--- src/rtl/ras_pkg.sv ---
package ras_pkg;
  typedef struct packed {
    logic push;
    logic pop;
  } stack_op_t;
endpackage

--- src/rtl/ras_irq_gate.sv ---
module ras_irq_gate (
  input  logic clk_i,
  input  logic rst_ni,
  input  logic irq_req_i,
  input  logic irq_en_i,
  input  logic full_i,
  output logic irq_ack_o
);
  // occupancy before this cycle's pop decides; a return must land first
  assign irq_ack_o = irq_req_i & irq_en_i & ~full_i;

  a_r7_no_ack_when_full: assert property (@(posedge clk_i) disable iff (!rst_ni)
    full_i |-> !irq_ack_o);
  a_r6_ack_needs_request: assert property (@(posedge clk_i) disable iff (!rst_ni)
    irq_ack_o |-> (irq_req_i && irq_en_i));
endmodule

--- src/rtl/ras_ptr_ctrl.sv ---
module ras_ptr_ctrl
  import ras_pkg::*;
#(
  parameter int DEPTH = 6
) (
  input  logic                          clk_i,
  input  logic                          rst_ni,
  input  stack_op_t                     op_i,
  output logic [$clog2(DEPTH)-1:0]      wr_addr_o,
  output logic                          wr_en_o,
  output logic [$clog2(DEPTH)-1:0]      rd_addr_o,
  output logic                          full_o,
  output logic                          empty_o,
  output logic                          underflow_o
);
  localparam int PTR_W = $clog2(DEPTH);
  localparam int CNT_W = $clog2(DEPTH + 1);
  localparam logic [PTR_W-1:0] LAST = PTR_W'(DEPTH - 1);
  localparam logic [CNT_W-1:0] MAXC = CNT_W'(DEPTH);

  logic [PTR_W-1:0] wptr_q, wptr_d, wptr_popped;
  logic [CNT_W-1:0] cnt_q, cnt_d, cnt_popped;
  logic             pop_eff;

  function automatic logic [PTR_W-1:0] ring_dec(input logic [PTR_W-1:0] p);
    return (p == '0) ? LAST : p - 1'b1;
  endfunction

  function automatic logic [PTR_W-1:0] ring_inc(input logic [PTR_W-1:0] p);
    return (p == LAST) ? '0 : p + 1'b1;
  endfunction

  assign pop_eff     = op_i.pop & (cnt_q != '0);
  assign underflow_o = op_i.pop & (cnt_q == '0);
  assign wptr_popped = pop_eff ? ring_dec(wptr_q) : wptr_q;
  assign cnt_popped  = pop_eff ? cnt_q - 1'b1 : cnt_q;

  always_comb begin
    wptr_d = wptr_popped;
    cnt_d  = cnt_popped;
    if (op_i.push) begin
      wptr_d = ring_inc(wptr_popped);
      if (cnt_popped != MAXC) cnt_d = cnt_popped + 1'b1;
    end
  end

  always_ff @(posedge clk_i or negedge rst_ni) begin
    if (!rst_ni) begin
      wptr_q <= '0;
      cnt_q  <= '0;
    end else begin
      wptr_q <= wptr_d;
      cnt_q  <= cnt_d;
    end
  end

  assign wr_addr_o = wptr_popped;
  assign wr_en_o   = op_i.push;
  assign rd_addr_o = ring_dec(wptr_q);
  assign full_o    = (cnt_q == MAXC);
  assign empty_o   = (cnt_q == '0);

  a_r4_count_bounded: assert property (@(posedge clk_i) disable iff (!rst_ni)
    cnt_q <= MAXC);
  a_r5_overwrite_stays_full: assert property (@(posedge clk_i) disable iff (!rst_ni)
    (full_o && op_i.push && !op_i.pop) |=> full_o);
  a_r3_pop_decrements: assert property (@(posedge clk_i) disable iff (!rst_ni)
    (op_i.pop && !op_i.push && !empty_o) |=> (cnt_q == CNT_W'($past(cnt_q) - 1'b1)));
  a_r9_underflow_stays_empty: assert property (@(posedge clk_i) disable iff (!rst_ni)
    (underflow_o && !op_i.push) |=> empty_o);
  a_r8_swap_keeps_count: assert property (@(posedge clk_i) disable iff (!rst_ni)
    (op_i.pop && op_i.push && !empty_o) |=> $stable(cnt_q));
endmodule

--- src/rtl/ras_storage.sv ---
module ras_storage #(
  parameter int DEPTH = 6,
  parameter int PC_W  = 12
) (
  input  logic                     clk_i,
  input  logic                     rst_ni,
  input  logic                     wr_en_i,
  input  logic [$clog2(DEPTH)-1:0] wr_addr_i,
  input  logic [PC_W-1:0]          wr_data_i,
  input  logic [$clog2(DEPTH)-1:0] rd_addr_i,
  output logic [PC_W-1:0]          rd_data_o
);
  logic [PC_W-1:0] slot_q [DEPTH];

  for (genvar g = 0; g < DEPTH; g++) begin : g_slot
    always_ff @(posedge clk_i or negedge rst_ni) begin
      if (!rst_ni)                                                   slot_q[g] <= '0;
      else if (wr_en_i && wr_addr_i == ($clog2(DEPTH))'(g)) slot_q[g] <= wr_data_i;
    end
  end

  assign rd_data_o = slot_q[rd_addr_i];
endmodule

--- src/rtl/ret_addr_stack.sv ---
module ret_addr_stack
  import ras_pkg::*;
#(
  parameter int DEPTH = 6,
  parameter int PC_W  = 12
) (
  input  logic            clk_i,
  input  logic            rst_ni,
  input  logic            call_i,
  input  logic            irq_req_i,
  input  logic            irq_en_i,
  input  logic            ret_i,
  input  logic            reti_i,
  input  logic [PC_W-1:0] pc_i,
  output logic [PC_W-1:0] ret_addr_o,
  output logic            irq_ack_o,
  output logic            full_o,
  output logic            empty_o,
  output logic            underflow_o
);
  localparam int PTR_W = $clog2(DEPTH);

  stack_op_t        op;
  logic [PTR_W-1:0] wr_addr, rd_addr;
  logic             wr_en;

  ras_irq_gate u_gate (
    .clk_i     (clk_i),
    .rst_ni    (rst_ni),
    .irq_req_i (irq_req_i),
    .irq_en_i  (irq_en_i),
    .full_i    (full_o),
    .irq_ack_o (irq_ack_o)
  );

  // call and acknowledge together still store one address
  assign op.push = call_i | irq_ack_o;
  assign op.pop  = ret_i | reti_i;

  ras_ptr_ctrl #(.DEPTH(DEPTH)) u_ptr (
    .clk_i       (clk_i),
    .rst_ni      (rst_ni),
    .op_i        (op),
    .wr_addr_o   (wr_addr),
    .wr_en_o     (wr_en),
    .rd_addr_o   (rd_addr),
    .full_o      (full_o),
    .empty_o     (empty_o),
    .underflow_o (underflow_o)
  );

  ras_storage #(.DEPTH(DEPTH), .PC_W(PC_W)) u_mem (
    .clk_i     (clk_i),
    .rst_ni    (rst_ni),
    .wr_en_i   (wr_en),
    .wr_addr_i (wr_addr),
    .wr_data_i (pc_i),
    .rd_addr_i (rd_addr),
    .rd_data_o (ret_addr_o)
  );

  a_r2_push_visible: assert property (@(posedge clk_i) disable iff (!rst_ni)
    op.push |=> (ret_addr_o == $past(pc_i)));
  a_r4_flags_exclusive: assert property (@(posedge clk_i) disable iff (!rst_ni)
    !(full_o && empty_o));
endmodule

--- config.mk ---
export PLATFORM = sky130hd
export DESIGN_NAME = ret_addr_stack
export DESIGN_NICKNAME = d
export VERILOG_FILES = /design/src/rtl/ras_pkg.sv /design/src/rtl/ras_irq_gate.sv /design/src/rtl/ras_ptr_ctrl.sv /design/src/rtl/ras_storage.sv /design/src/rtl/ret_addr_stack.sv
export SDC_FILE = /design/constraint.sdc
export NUM_CORES = 1
export LEC_CHECK = 0
export BUFFER_PORTS_ARGS = -buffer_cell sky130_fd_sc_hd__buf_2
export CAP_MARGIN = 20
export CELL_PAD_IN_SITES_DETAIL_PLACEMENT = 1
export CELL_PAD_IN_SITES_GLOBAL_PLACEMENT = 1
export CORE_UTILIZATION = 49
export DETAILED_ROUTE_END_ITERATION = 8
export PLACE_DENSITY = 0.85
export SLEW_MARGIN = 0
export SYNTH_ARGS = -nofsm -noshare
export SYNTH_HDL_FRONTEND = slang
export SYNTH_HIERARCHICAL = 1
export SYNTH_SLANG_ARGS = --single-unit
export TNS_END_PERCENT = 20
--- constraint.sdc ---
create_clock -name clk_i -period 3.36 [get_ports clk_i]
set_clock_uncertainty 0.15 [all_clocks]
set_input_delay 0.336 -clock clk_i [delete_from_list [all_inputs] [get_ports clk_i]]
set_output_delay 0.336 -clock clk_i [all_outputs]
set_load 0.005 [all_outputs]
-- Yosys cells after proc, flatten, opt, wreduce, memory -nomap -nowiden
Cells that the tools add are included.
Widths: inputs -> output; s select.
- equal/unequal tests: 7
- reduce and logical (&&, ||, !) cells: 10
- $lt $le $gt $ge: 1
- shift-type cells: 0
- bitwise gates (word level): 8
- $mul: 0
- divide/modulo/power cells: 0
- $add $sub $neg: 4
- mux-type cells: 10
- operators by type and width (operator ; count):
    $bmux 12 s3 ; 1
    $mux 12 ; 2
    $mux 3 ; 7
    $eq 3x3->1 const B ; 3
    $logic_not 3->1 ; 3
    $add 3x1->3 const B ; 2
    $eq 3x2->1 const B ; 2
    $logic_and 1x1->1 ; 6
    $sub 3x1->3 const B ; 2
    $and 1x1->1 ; 4
    $ge 4x4->1 const B ; 1
    $not 3->4 ; 1
    $eq 3x1->1 const B ; 1
    $ne 3x3->1 const B ; 1
    $reduce_bool 3->1 ; 1
    $or 1x1->1 ; 2
    $not 1->1 ; 1
- latch bits: 0
- word-level logic and storage cells: 48
- ROM bits: 0
- output and inout bits: 16
- RAM bits: 0
- memories: 0
- input port bits: 19
- register bits after elaboration: 78

-- Longest topological paths before layout
- depth after elaboration: 6
- mapped depth: 13

-- By module
The synthesis kept the hierarchy.
- modules (own cells, without submodules) (module ; area an instance (µm²) ; times used ; cells each):
    ras_storage ; 3320.7 ; 1 ; 229
    ras_ptr_ctrl ; 678.2 ; 1 ; 75
    ret_addr_stack ; 12.5 ; 1 ; 2
    ras_irq_gate ; 8.8 ; 1 ; 1

-- Worst setup path before layout
OpenSTA, ideal clock, no wires.
- path kind: flip-flop to flip-flop
- start point: reg u_ptr.cnt_q[0]
- end point: reg u_mem/slot_q[37] (netlist name)
- library setup time: 125 ps
- cell stages (with the launch flop): 12
- path slack: 581 ps
- arrival time: 2505 ps
- cells stage by stage: dfrtp_1 inv_1 ha_1 nand2b_4 buf_6 and2_4 buf_12 mux2_4 nand2b_1 nor3b_2 buf_4 mux2_2
- word-level cells in the longest chain between the ends: 5
- ends and longest elaborated chain (what ; RTL line ; text):
    start: declaration ; ras_ptr_ctrl.sv:22 ; logic [CNT_W-1:0] cnt_q, cnt_d, cnt_popped;
    start signal: assignment ; ras_ptr_ctrl.sv:53 ; cnt_q <= cnt_d;
    $reduce_bool 3->1 ; ras_ptr_ctrl.sv:33 ; assign pop_eff = op_i.pop & (cnt_q != '0);
    $and 1x1->1 ; ras_ptr_ctrl.sv:33 ;
    $mux 3 ; ras_ptr_ctrl.sv:35 ; assign wptr_popped = pop_eff ? ring_dec(wptr_q) : wptr_q;
    net wr_addr[0] ; ret_addr_stack.sv:24 ; logic [PTR_W-1:0] wr_addr, rd_addr;
    $eq 3x2->1 ; ras_storage.sv:18 ; else if (wr_en_i && wr_addr_i == ($clog2(DEPTH))'(g)) slot_q[g] <= wr_data_i;
    $logic_and 1x1->1 ; ras_storage.sv:18 ;
    end signal: indexed assignment ; ras_storage.sv:18 ;
    end: declaration ; ras_storage.sv:13 ; logic [PC_W-1:0] slot_q [DEPTH];
The timed path passes the listed nets, and every way through them passes these cells.
A chain may end at the register's enable or synchronous reset.

-- Worst setup path in the final report
- start point: reg u_ptr.wptr_q[0]
- end point: out ret_addr_o[6]
- word-level cells in the longest chain between the ends: 6
- ends and longest elaborated chain (what ; RTL line ; text):
    start: declaration ; ras_ptr_ctrl.sv:21 ; logic [PTR_W-1:0] wptr_q, wptr_d, wptr_popped;
    start signal: assignment ; ras_ptr_ctrl.sv:52 ; wptr_q <= wptr_d;
    $sub 3x1->3 or $logic_not 3->1 (tied branches) ; ras_ptr_ctrl.sv:26 ; return (p == '0) ? LAST : p - 1'b1;
    $mux 3 (*) ; ras_ptr_ctrl.sv:26 ;
    net rd_addr[0] ; ret_addr_stack.sv:24 ;
    $not 3->4 (implied by the code) (*) ; ras_storage.sv:22 ; assign rd_data_o = slot_q[rd_addr_i];
    $bmux 12 s3 (*) ; ras_storage.sv:22 ;
    $mux 12 (implied by the code) (*) (2 in series) ; ras_storage.sv:22 ;
    end: declaration ; ret_addr_stack.sv:15 ; output logic [PC_W-1:0] ret_addr_o,
Mark *: on every way through the listed nets, which the timed path passes. The rest lies on a longest branch. The select of a mux whose other input is x is not followed.

==> results.py <==
metrics = {
    "floorplan": {
        "initial_core_util": 0.5123,
        "core_mm2": 0.007848,
        "io-pin-count": 35,
        "die_w_um": 92.58,
        "rows": 32,
        "die_h_um": 92.58,
        "die_area_mm2": 0.008570,
    },
    "critical_path": {
        "crit_start": "u_ptr/wptr_q[0]",
        "critPathKind": "flip-flop to output port",
        "crit_buf_inv": 2,
        "cp_max_fo": 17,
        "end_kind": "output port",
        "r2r_setup_slack_ns": 0.48,
        "cpPeakStageDelay_ns": 0.49,
        "r2r_cells": 9,
        "crit_family": "simple AND/OR/NAND/NOR gates",
        "slowest_stage": "dfrtp_1",
        "worst_path_most_repeated_cell": "nand2b_1",
        "r2r_end": "u_mem/slot_q[20]",
        "crit_chain": "nor2_1 -> ha_1 -> nand2b_1 -> buf_4 -> nand2b_1 -> o21ai_0 -> buf_2",
        "cp.required_ns": 2.87,
        "critPathArrivalTime_ns": 2.62,
        "critPathLaunchType": "flip-flop",
        "r2r-start": "u_ptr/wptr_q[0]",
    },
    "finish": {
        "antenna_cells": 0,
        "final_cells": 457,
        "drive_gt1_frac": 0.4254,
        "area.growth.synth_to_final_pct": 12.89,
        "nNetsFinal": 376,
        "nFillCells": 823,
    },
    "yosys": {
        "synth_ff_type": "dfrtp_1",
        "synth.cell_area_mm2": 0.004020,
        "yosys_warnings": 6,
        "synth_area_per_cell_um2": 13.09,
        "synth_edf_count": 0,
        "seq_area_frac_synth": 0.4855,
        "synth.distinct_cells": 41,
        "synthesis.nets": 333,
        "netlist_instances": 307,
        "ys_async_sr_fraction": 1.000,
        "synth-seq-cells": 78,
    },
    "timing": {
        "hold_viol_final": 24,
        "holdWs_ns": -0.04784,
        "rsz0062_at_grt": "false",
        "setup_violations": 0,
        "max_freq_mhz": 322.4,
        "drv_slew": 0,
        "fin_crit_ns": 3.102,
        "tightest_slew_ns": 0.9833,
        "finalCritPeriodShare": 0.9232,
        "fin_setup_tns_ns": 0,
        "relSlewSlack": 0.3445,
    },
    "status": {
        "violations": "negative hold slack",
        "run_status": "complete, but fails checks",
    },
    "drt": {
        "viasPerCell": 5.681,
        "antenna_left": 0,
        "drt_iter0_drc": 110,
        "drt_wl_total_um": 9196,
        "num_vias": 2596,
        "dr.pass1.iters": 4,
        "drcViolationCount": 0,
        "detail_route.wl_per_cell_um": 20.12,
    },
    "global_route": {
        "grt_first_pass_wirelength_um": 15260,
        "grt_max_degree": 79,
        "first_global_vias": 2870,
        "track_usage": 0.2399,
        "grt-ovfl-total": 0,
        "antenna_found_initial": 0,
    },
    "clock_network": {
        "cts_setup_buffers": 0,
        "insertion_delay_ns": 0.36,
        "cts_tree": "yes",
        "cts_buffers": 9,
        "cts_resized": 0,
        "clk_pin_slew_ns": 0.08,
        "htreeDepth": 3,
        "cts_hold_buf": 0,
        "cts_root_buf": "clkbuf_8",
        "clock_sinks": 78,
        "clock_path_buffers": 2,
    },
    "pwr": {
        "ir_worst_vdd_mv": 0.5481,
        "p_per_area_mw_per_mm2": 1200,
        "p_leak_nw": 2.072,
    },
    "worst_hold_path": {
        "hold_class": "input port to asynchronous set/reset pin",
    },
    "placement": {
        "dp.cells": 441,
        "portBuffers": 34,
        "place_congestion": 0.7817,
        "post-dp-hpwl_um": 6180,
    },
    "flow_run": {
        "drv_cap": 0,
    },
}
-- synth_stat cells, types with 5 or more instances --
master | count | area (um2)
dfrtp_1 | 78 | 1952
mux2_2 | 72 | 810.8
mux2i_1 | 42 | 420.4
o21ai_0 | 14 | 70.07
o32a_1 | 12 | 120.1
nand2_1 | 11 | 41.29
buf_4 | 8 | 60.06
ha_1 | 7 | 87.58
inv_1 | 7 | 26.28
nand2b_1 | 6 | 37.54
buf_2 | 5 | 25.02
clkbuf_1 | 5 | 18.77
-- power breakdown --
group	leakage [nW]	internal [mW]	switching, mW
combinational	1.04	1.50	1.46
clock	0.104	0.421	0.358
sequential	0.932	1.43	0.281
total	2.07	3.35	2.09
-- logic make-up after synthesis --
| kind of cell | count (synthesis) | synth area share |
|---|---|---|
| mux | 116 | 0.3137 |
| flops | 78 | 0.4855 |
| simple gates | 42 | 0.06381 |
| compound gates | 34 | 0.06848 |
| buf+inv | 27 | 0.04015 |
| fa+ha+maj | 7 | 0.02179 |
| xor+xnor | 3 | 0.006537 |
-- worst register-to-register path, stage by stage (launching register included) --
cell      delay, ns
dfrtp_1        0.52
nor2_1         0.12
ha_1           0.22
nand2b_1       0.18
buf_4          0.21
mux2_4         0.31
nand2b_1       0.23
nor3b_2        0.24
buf_4          0.22
mux2_2         0.35
-- per-stage QoR --
stage / hold WS, ns / utilization / cell area (um2) / setup slack (ns) / total power [mW]
after global routing: 0.03794 / 0.5783 / 4538 / 0.04215 / 5.825
after floorplan: -0.1096 / - / 4020 / 0.5806 / 3.774
after CTS: 0.01038 / 0.5783 / 4538 / 0.1976 / 5.496
after detailed placement: 0.3460 / 0.5512 / 4325 / 0.5609 / 4.679
final: -0.04784 / 0.5783 / 4538 / 0.2581 / 5.445
after global placement: 0.3361 / 0.5512 / 4325 / 0.6788 / 4.504
-- metal layers --
metal  GRT usage  wire, um  vias to the layer above
met2      0.4080      4765                       33
met4     0.07943       160                        0
met1      0.3031      4053                     1357
li1            -         -                     1195
met3     0.05172       215                       11
met5           0         0                        -
-- worst max-delay path by stage --
stage	cells after the start	slack, ns	to
after floorplan	11	0.58	u_mem/slot_q[37]
after global placement	9	0.68	u_mem/slot_q[42]
after detailed placement	9	0.56	u_mem/slot_q[21]
after CTS	7	0.20	ret_addr_o[6]
after global routing	7	0.04	ret_addr_o[6]
final	7	0.26	ret_addr_o[6]
-- registers in the layout, indices dropped and copies added, names as in the netlist --
name / flops
u_mem/slot_q: 72
u_ptr/wptr_q: 3
u_ptr/cnt_q: 3
-- placed cells by master, fill, tap and decap left out, types with 2 or more instances in the layout --
| cell type | instances |
|---|---|
| nor3b_2 | 2 |
| mux2_4 | 2 |
| mux2i_1 | 42 |
| nor2_1 | 4 |
| o32a_1 | 12 |
| dfrtp_1 | 78 |
| bufinv_16 | 2 |
| nand4b_1 | 2 |
| nor3_2 | 2 |
| nand2_1 | 11 |
| xnor2_1 | 2 |
| nand2b_1 | 6 |
| inv_1 | 7 |
| ha_1 | 7 |
| or2_1 | 2 |
| o21ai_0 | 14 |
| buf_4 | 19 |
| clkbuf_1 | 2 |
| buf_2 | 33 |
| mux2_2 | 72 |
| clkbuf_8 | 9 |
| nand3_1 | 4 |
-- final cells by class --
cell class	instances	area, um2	share of cell area
Clock buffer	11	131.4	0.02895
Clock inverter	5	81.33	0.01792
Inverter	7	26.28	0.005790
Multi-Input combinational cell	202	1912	0.4213
Sequential cell	78	1952	0.4301
Tap cell	102	127.6	0.02812
Timing Repair Buffer	52	307.8	0.06782
Power figures use the tool's default switching activity.
